### config.mk
export PLATFORM = sky130hd
export DESIGN_NAME = fieldTop
export DESIGN_NICKNAME = d
export VERILOG_FILES = /design/src/rtl/fieldPkg.sv /design/src/rtl/fieldCtl.sv /design/src/rtl/fieldDp.sv /design/src/rtl/fieldTop.sv
export SDC_FILE = /design/constraint.sdc
export NUM_CORES = 1
export LEC_CHECK = 0
export BUFFER_PORTS_ARGS = -buffer_cell sky130_fd_sc_hd__buf_4
export CORE_AREA = 2 2 39 41
export DETAILED_ROUTE_END_ITERATION = 8
export DIE_AREA = 0 0 41 43
export PLACE_DENSITY = 0.68
export SETUP_SLACK_MARGIN = 0.3
export SYNTH_ARGS = -nofsm -noshare
export SYNTH_HDL_FRONTEND = slang
export SYNTH_SLANG_ARGS = --single-unit
### constraint.sdc
create_clock -name clk -period 0.8 [get_ports clk]
set_input_delay 0.16 -clock clk [delete_from_list [all_inputs] [get_ports clk]]
set_output_delay 0.16 -clock clk [all_outputs]
set_load 0.01 [all_outputs]
### src/rtl/fieldPkg.sv
package fieldPkg;

  typedef enum logic [1:0] {
    ACC_RO = 2'd0,
    ACC_WO = 2'd1,
    ACC_RW = 2'd2
  } accessE;

  typedef enum logic [3:0] {
    WR_ONE_CLR  = 4'd0,
    WR_ONE_SET  = 4'd1,
    WR_ONE_TGL  = 4'd2,
    WR_ZERO_CLR = 4'd3,
    WR_ZERO_SET = 4'd4,
    WR_ZERO_TGL = 4'd5,
    WR_FORCE_CLR = 4'd6,
    WR_FORCE_SET = 4'd7,
    WR_MODIFY   = 4'd8
  } wrPolicyE;

  typedef enum logic [1:0] {
    RD_NONE = 2'd0,
    RD_CLR  = 2'd1,
    RD_SET  = 2'd2
  } rdActionE;

  // strobes from control to datapath
  typedef struct packed {
    logic wrApply;
    logic rdClr;
    logic rdSet;
    logic rdGate;
    logic hwApply;
  } fieldStrobeT;

endpackage

### src/rtl/fieldCtl.sv
module fieldCtl
  import fieldPkg::*;
#(
  parameter accessE   ACCESS    = ACC_RW,
  parameter rdActionE RD_ACTION = RD_NONE,
  parameter bit       RESERVED  = 1'b0
) (
  input  logic        wrEn,
  input  logic        rdEn,
  output fieldStrobeT strobes
);

  localparam bit CAN_WRITE = !RESERVED && (ACCESS != ACC_RO);
  localparam bit CAN_READ  = !RESERVED && (ACCESS != ACC_WO);

  always_comb begin
    strobes         = '0;
    strobes.wrApply = CAN_WRITE && wrEn;
    strobes.rdGate  = CAN_READ;
    strobes.rdClr   = CAN_READ && rdEn && (RD_ACTION == RD_CLR);
    strobes.rdSet   = CAN_READ && rdEn && (RD_ACTION == RD_SET);
    strobes.hwApply = !RESERVED;
  end

endmodule

### src/rtl/fieldDp.sv
module fieldDp
  import fieldPkg::*;
#(
  parameter int               WIDTH     = 8,
  parameter wrPolicyE         WR_POLICY = WR_MODIFY,
  parameter logic [WIDTH-1:0] INIT_VAL  = '0
) (
  input  logic             clk,
  input  logic             rst,
  input  fieldStrobeT      strobes,
  input  logic [WIDTH-1:0] wrData,
  input  logic [WIDTH-1:0] hwSet,
  output logic [WIDTH-1:0] fieldVal,
  output logic [WIDTH-1:0] rdData
);

  localparam logic [WIDTH-1:0] ALL_ONES = {WIDTH{1'b1}};

  logic [WIDTH-1:0] curVal;
  logic [WIDTH-1:0] wrResult;
  logic [WIDTH-1:0] afterWrite;
  logic [WIDTH-1:0] afterRead;
  logic [WIDTH-1:0] nextVal;

  // write policy picked at elaboration
  generate
    case (WR_POLICY)
      WR_ONE_CLR:   begin : gOneClr  assign wrResult = curVal & ~wrData; end
      WR_ONE_SET:   begin : gOneSet  assign wrResult = curVal | wrData;  end
      WR_ONE_TGL:   begin : gOneTgl  assign wrResult = curVal ^ wrData;  end
      WR_ZERO_CLR:  begin : gZeroClr assign wrResult = curVal & wrData;  end
      WR_ZERO_SET:  begin : gZeroSet assign wrResult = curVal | ~wrData; end
      WR_ZERO_TGL:  begin : gZeroTgl assign wrResult = curVal ^ ~wrData; end
      WR_FORCE_CLR: begin : gFrcClr  assign wrResult = '0;               end
      WR_FORCE_SET: begin : gFrcSet  assign wrResult = ALL_ONES;         end
      default:      begin : gModify  assign wrResult = wrData;           end
    endcase
  endgenerate

  // order: write, then read side effect, then hardware set
  always_comb begin
    afterWrite = strobes.wrApply ? wrResult : curVal;
    afterRead  = afterWrite;
    if (strobes.rdClr) afterRead = '0;
    if (strobes.rdSet) afterRead = ALL_ONES;
    nextVal = strobes.hwApply ? (afterRead | hwSet) : afterRead;
  end

  always_ff @(posedge clk) begin
    if (rst) curVal <= INIT_VAL;
    else     curVal <= nextVal;
  end

  assign fieldVal = curVal;
  assign rdData   = strobes.rdGate ? curVal : '0;

endmodule

### src/rtl/fieldTop.sv
module fieldTop
  import fieldPkg::*;
#(
  parameter int               WIDTH     = 8,
  parameter accessE           ACCESS    = ACC_RW,
  parameter wrPolicyE         WR_POLICY = WR_MODIFY,
  parameter rdActionE         RD_ACTION = RD_NONE,
  parameter bit               RESERVED  = 1'b0,
  parameter logic [WIDTH-1:0] RESET_VAL = '0
) (
  input  logic             clk,
  input  logic             rst,
  input  logic             wrEn,
  input  logic [WIDTH-1:0] wrData,
  input  logic             rdEn,
  input  logic [WIDTH-1:0] hwSet,
  output logic [WIDTH-1:0] rdData,
  output logic [WIDTH-1:0] fieldVal
);

  localparam logic [WIDTH-1:0] INIT_VAL = RESERVED ? '0 : RESET_VAL;

  generate
    if (WIDTH < 1) begin : gBadWidth
      $error("field width must be at least one bit");
    end
  endgenerate

  fieldStrobeT strobes;

  fieldCtl #(
    .ACCESS(ACCESS), .RD_ACTION(RD_ACTION), .RESERVED(RESERVED)
  ) uCtl (
    .wrEn(wrEn), .rdEn(rdEn), .strobes(strobes)
  );

  fieldDp #(
    .WIDTH(WIDTH), .WR_POLICY(WR_POLICY), .INIT_VAL(INIT_VAL)
  ) uDp (
    .clk(clk), .rst(rst), .strobes(strobes), .wrData(wrData),
    .hwSet(hwSet), .fieldVal(fieldVal), .rdData(rdData)
  );

endmodule

# Yosys cells after proc, flatten, opt, wreduce, memory -nomap -nowiden
# Index checks and enable logic that the tools add are counted.
# Widths: inputs -> output; s select.
[word_totals]
ff_bits = 8
latch_bits = 0
ramBits = 0
rom_bits = 0
input_bits = 20
output_inout_bits = 16
word_cells = 3
mem_count = 0
[op_classes]
addsub = 0
n_mul = 0
div_mod_pow = 0
magnitude_cmp = 0
eq_ne = 0
shift = 0
mux = 1
n_bitwise = 1
n_reduce_logical = 0
[ops]
columns = ["cell", "n"]
rows = [
  ["$mux 8", 1],
  ["$or 8x8->8", 1],
]

# Depth between registers and ports, before layout
[depth]
ltp_word = 2
ltp_mapped = 3
mapped_depth_nobuf = 2

# By module
# From an unflattened synthesis, not the netlist that was laid out.
[hier_totals]
hier_cells = 53
hier_area_um2 = 516.7
[modules_own_cells]
columns = ["module", "n_inst", "cells_each", "area_each_um2", "seq_area_each_um2"]
rows = [
  ["fieldDp", 1, 46, 471.7, 160.2],
  ["fieldCtl", 1, 7, 45.0, 0.0],
]

# Worst setup path before layout
# Ideal clock, no wire load.
[synth_path]
path_type = "register to output"
startpoint = "register uDp.curVal[0] (netlist: uDp.fieldVal[0])"
endpoint = "output port rdData[0]"
t_arrival_ps = 506
t_required_ps = 640
setup_slack_ps = 134
path_stages_with_launch = 2
n_path_buf = 1
cell_sequence = "dfxtp_1 > buf_4"
[synth_lines]
columns = ["item", "line", "text"]
rows = [
  ["start: declaration", "fieldDp.sv:19", "logic [WIDTH-1:0] curVal;"],
  ["start signal: assignment", "fieldDp.sv:51", "else curVal <= nextVal;"],
  ["end: declaration", "fieldTop.sv:17", "output logic [WIDTH-1:0] rdData,"],
]
# No word-level cell between the ends.

# Final worst setup path
[layout_path]
startpoint = "register uDp.curVal[0] (netlist: uDp.fieldVal[0])"
endpoint = "output port fieldVal[0]"
[layout_lines]
columns = ["item", "line", "text"]
rows = [
  ["end: declaration", "fieldTop.sv:18", "output logic [WIDTH-1:0] fieldVal"],
]
# No word-level cell between the ends.

==> metrics <==
final hold viol count=0; first-pass GRT wire length=1150 um; FF-to-FF setup slack=0.15 ns; Final Slew Violations=0; XOR/XNOR Fraction of Synth Area=0%; CP delay by family, top=flip-flops; switch share=23.7%; drt pass-1 iters=1; clock power share=27.8%; initial antenna violation count=0; drt drc=0; outcome=finished with violations; hold_sp=rst; Longest Clk Path Bufs=2; DIE AREA=1760 um2; total grt overflow=0; failing checks=negative setup slack; final std cells w/o fill=85; Fill cells=125; fraction of layout cells with a size suffix above 1=65.2%; Core Area=1380 um2; fin worst setup slack=-0.0600 ns; Worst EP arrival=0.70 ns; Comb power frac=27.3%; Syn Nets=62; worst hold path depth=2; Worst Tran Pin Value=0.124 ns; Max Cap Violations=0; # diodes=0; TritonCTS clock tree=built; Slew HR=91.5%; Clock Pin Slew Worst Setup and Hold Paths=0.05 ns; worst path cell trace=buf_6; Flop pwr share=44.8%; All-Layer GR Usage=10.2%; most common cell after layout, fill and taps aside=buf_4; mux cell area share after synthesis=20.8%; nets=91; CTS Hold Buffers Added=0; average size of a mapped cell=9.18 um2; vias in the first global route=300; routed via count=353; Largest register FFs=8; Top Ports=36; Post-Syn Instances=42; adder-cell share of the synthesized area=0%; Psw=0.000248 W; DPL Wire Length=640 um; Die X=41 um; CP startpoint kind=register; DR WL/cell=9.45 um; Starting Density=27.8%; CP Capture Type=primary output; post-route ant nets=0; worst path required time=0.64 ns; post-route clock period utilization=108%; pin count of the biggest net entering global routing=9; DIE HEIGHT=43 um; R2R cell count=2; Max Clock Skew=0 ns; register area share after synthesis=41.6%; Max VDD drop=0.821 mV; H-tree depth=1; internal power=0.000800 W; setup TNS=-0.899 ns; Cell variety after synth=7; Pwr Density=1550 nW/um2; critical path depth=1; pre-CTS WS=0.0430 ns; Post-Place Cells=82; Max FO, Critical Path=3; final setup fails=16; f_max=1160 MHz; Final Wtd Congestion=0.505; IO Port Bufs=34; CP max stage delay=0.35 ns; Syn Std Cell Area=385 um2; Final min period=0.860 ns; Worst path slowest cell=dfxtp_2; most frequent cells in the layout=18 x buf_4, 16 x buf_6; root buf cell=clkbuf_4; largest family of logic cells by synthesized area=buffers and inverters; DRT Wirelength=803 um; register bit total from synthesis=8; Setup Crit Path Kind=reg2out; DRT iter0 DRCs=0; Tot Pwr=0.00105 W; synthesis-to-layout area growth=76.0%; Critical Path Source=uDp.fieldVal[0]$_SDFF_PP0_; CTS Buf Count=3; clk sink count=8; Buf+Inv Stages, Crit Path=1; Synth warnings=0; Synth Area in Compound Gates=10.4%; worst r2r src=uDp.fieldVal[6]$_SDFF_PP0_; row count=14; RSZ-0062 raised after global routing=yes; post-synthesis simple-gate area fraction=0%; Hold WC Path Type=in2reg; Leakage=0.368 nW; Worst-Skew Late Latency=0.25 ns; vias per cell=4.15
==> repair_timing <==
item	in CTS	in global routing
buffers inserted	0	0
setup endpoints to repair	24	24
gates resized for setup	10	6
pin swaps	7	3
==> stage by stage <==
stage / util [%] / hold WS, ns / area [um2]
final: 49.0 / 0.130 / 678
after global routing: 49.0 / 0.123 / 678
after CTS: 47.4 / 0.123 / 656
after detailed placement: 43.0 / 0.395 / 596
after global placement: 43.0 / 0.397 / 596
after floorplan: - / 0.286 / 404
==> cell families (layout without fill, tap and decap cells) <==
group	count (synthesis)	after routing
mux	8	8
compound gates	8	8
buf+inv	18	45
flops	8	8
==> worst reg2reg max path: cells and delay by family (launching register included) <==
kind            cells  cell delay [ns]
compound gates      1             0.08
flops               1             0.33
mux                 1             0.13
==> cell type report <==
| cell class | count | area (um2) | share of cell area, % |
|---|---|---|---|
| Timing Repair Buffer | 34 | 315 | 46.5 |
| Clock buffer | 3 | 22.5 | 3.32 |
| Multi-Input combinational cell | 16 | 120 | 17.7 |
| Sequential cell | 8 | 170 | 25.1 |
| Inverter | 8 | 30.0 | 4.43 |
| Tap cell | 16 | 20.0 | 2.95 |
==> metal layers <==
metal  share of wire, %  wire length [um]  global-route usage (%)
met1                 36               286                    11.4
met2                 50               402                    14.1
met3                 14               114                    9.42
met4                  0                 0                    2.00
met5                  0                 0                       0
==> Yosys cell counts <==
master	count	area, um2
inv_1	8	30.0
buf_1	1	3.75
dfxtp_1	8	160
mux2i_1	8	80.1
a21oi_1	8	40.0
buf_6	1	11.3
buf_4	8	60.1
==> power groups by stage <==
stage	Sequential, W	Clock [W]	Combinational (W)
after floorplan	0.000480	0	0.000127
after global placement	0.000465	0	0.000253
after detailed placement	0.000467	0	0.000256
after CTS	0.000466	0.000317	0.000278
after global routing	0.000474	0.000340	0.000312
final	0.000470	0.000292	0.000286
==> path summary, 6_finish.rpt <==
kind,end
worst max-delay path,fieldVal[0]
worst min-delay path,uDp.fieldVal[3]$_SDFF_PP0_
worst min register to register,uDp.fieldVal[0]$_SDFF_PP0_
worst max register to register,uDp.fieldVal[6]$_SDFF_PP0_
(Power assumes the default switching activity.)
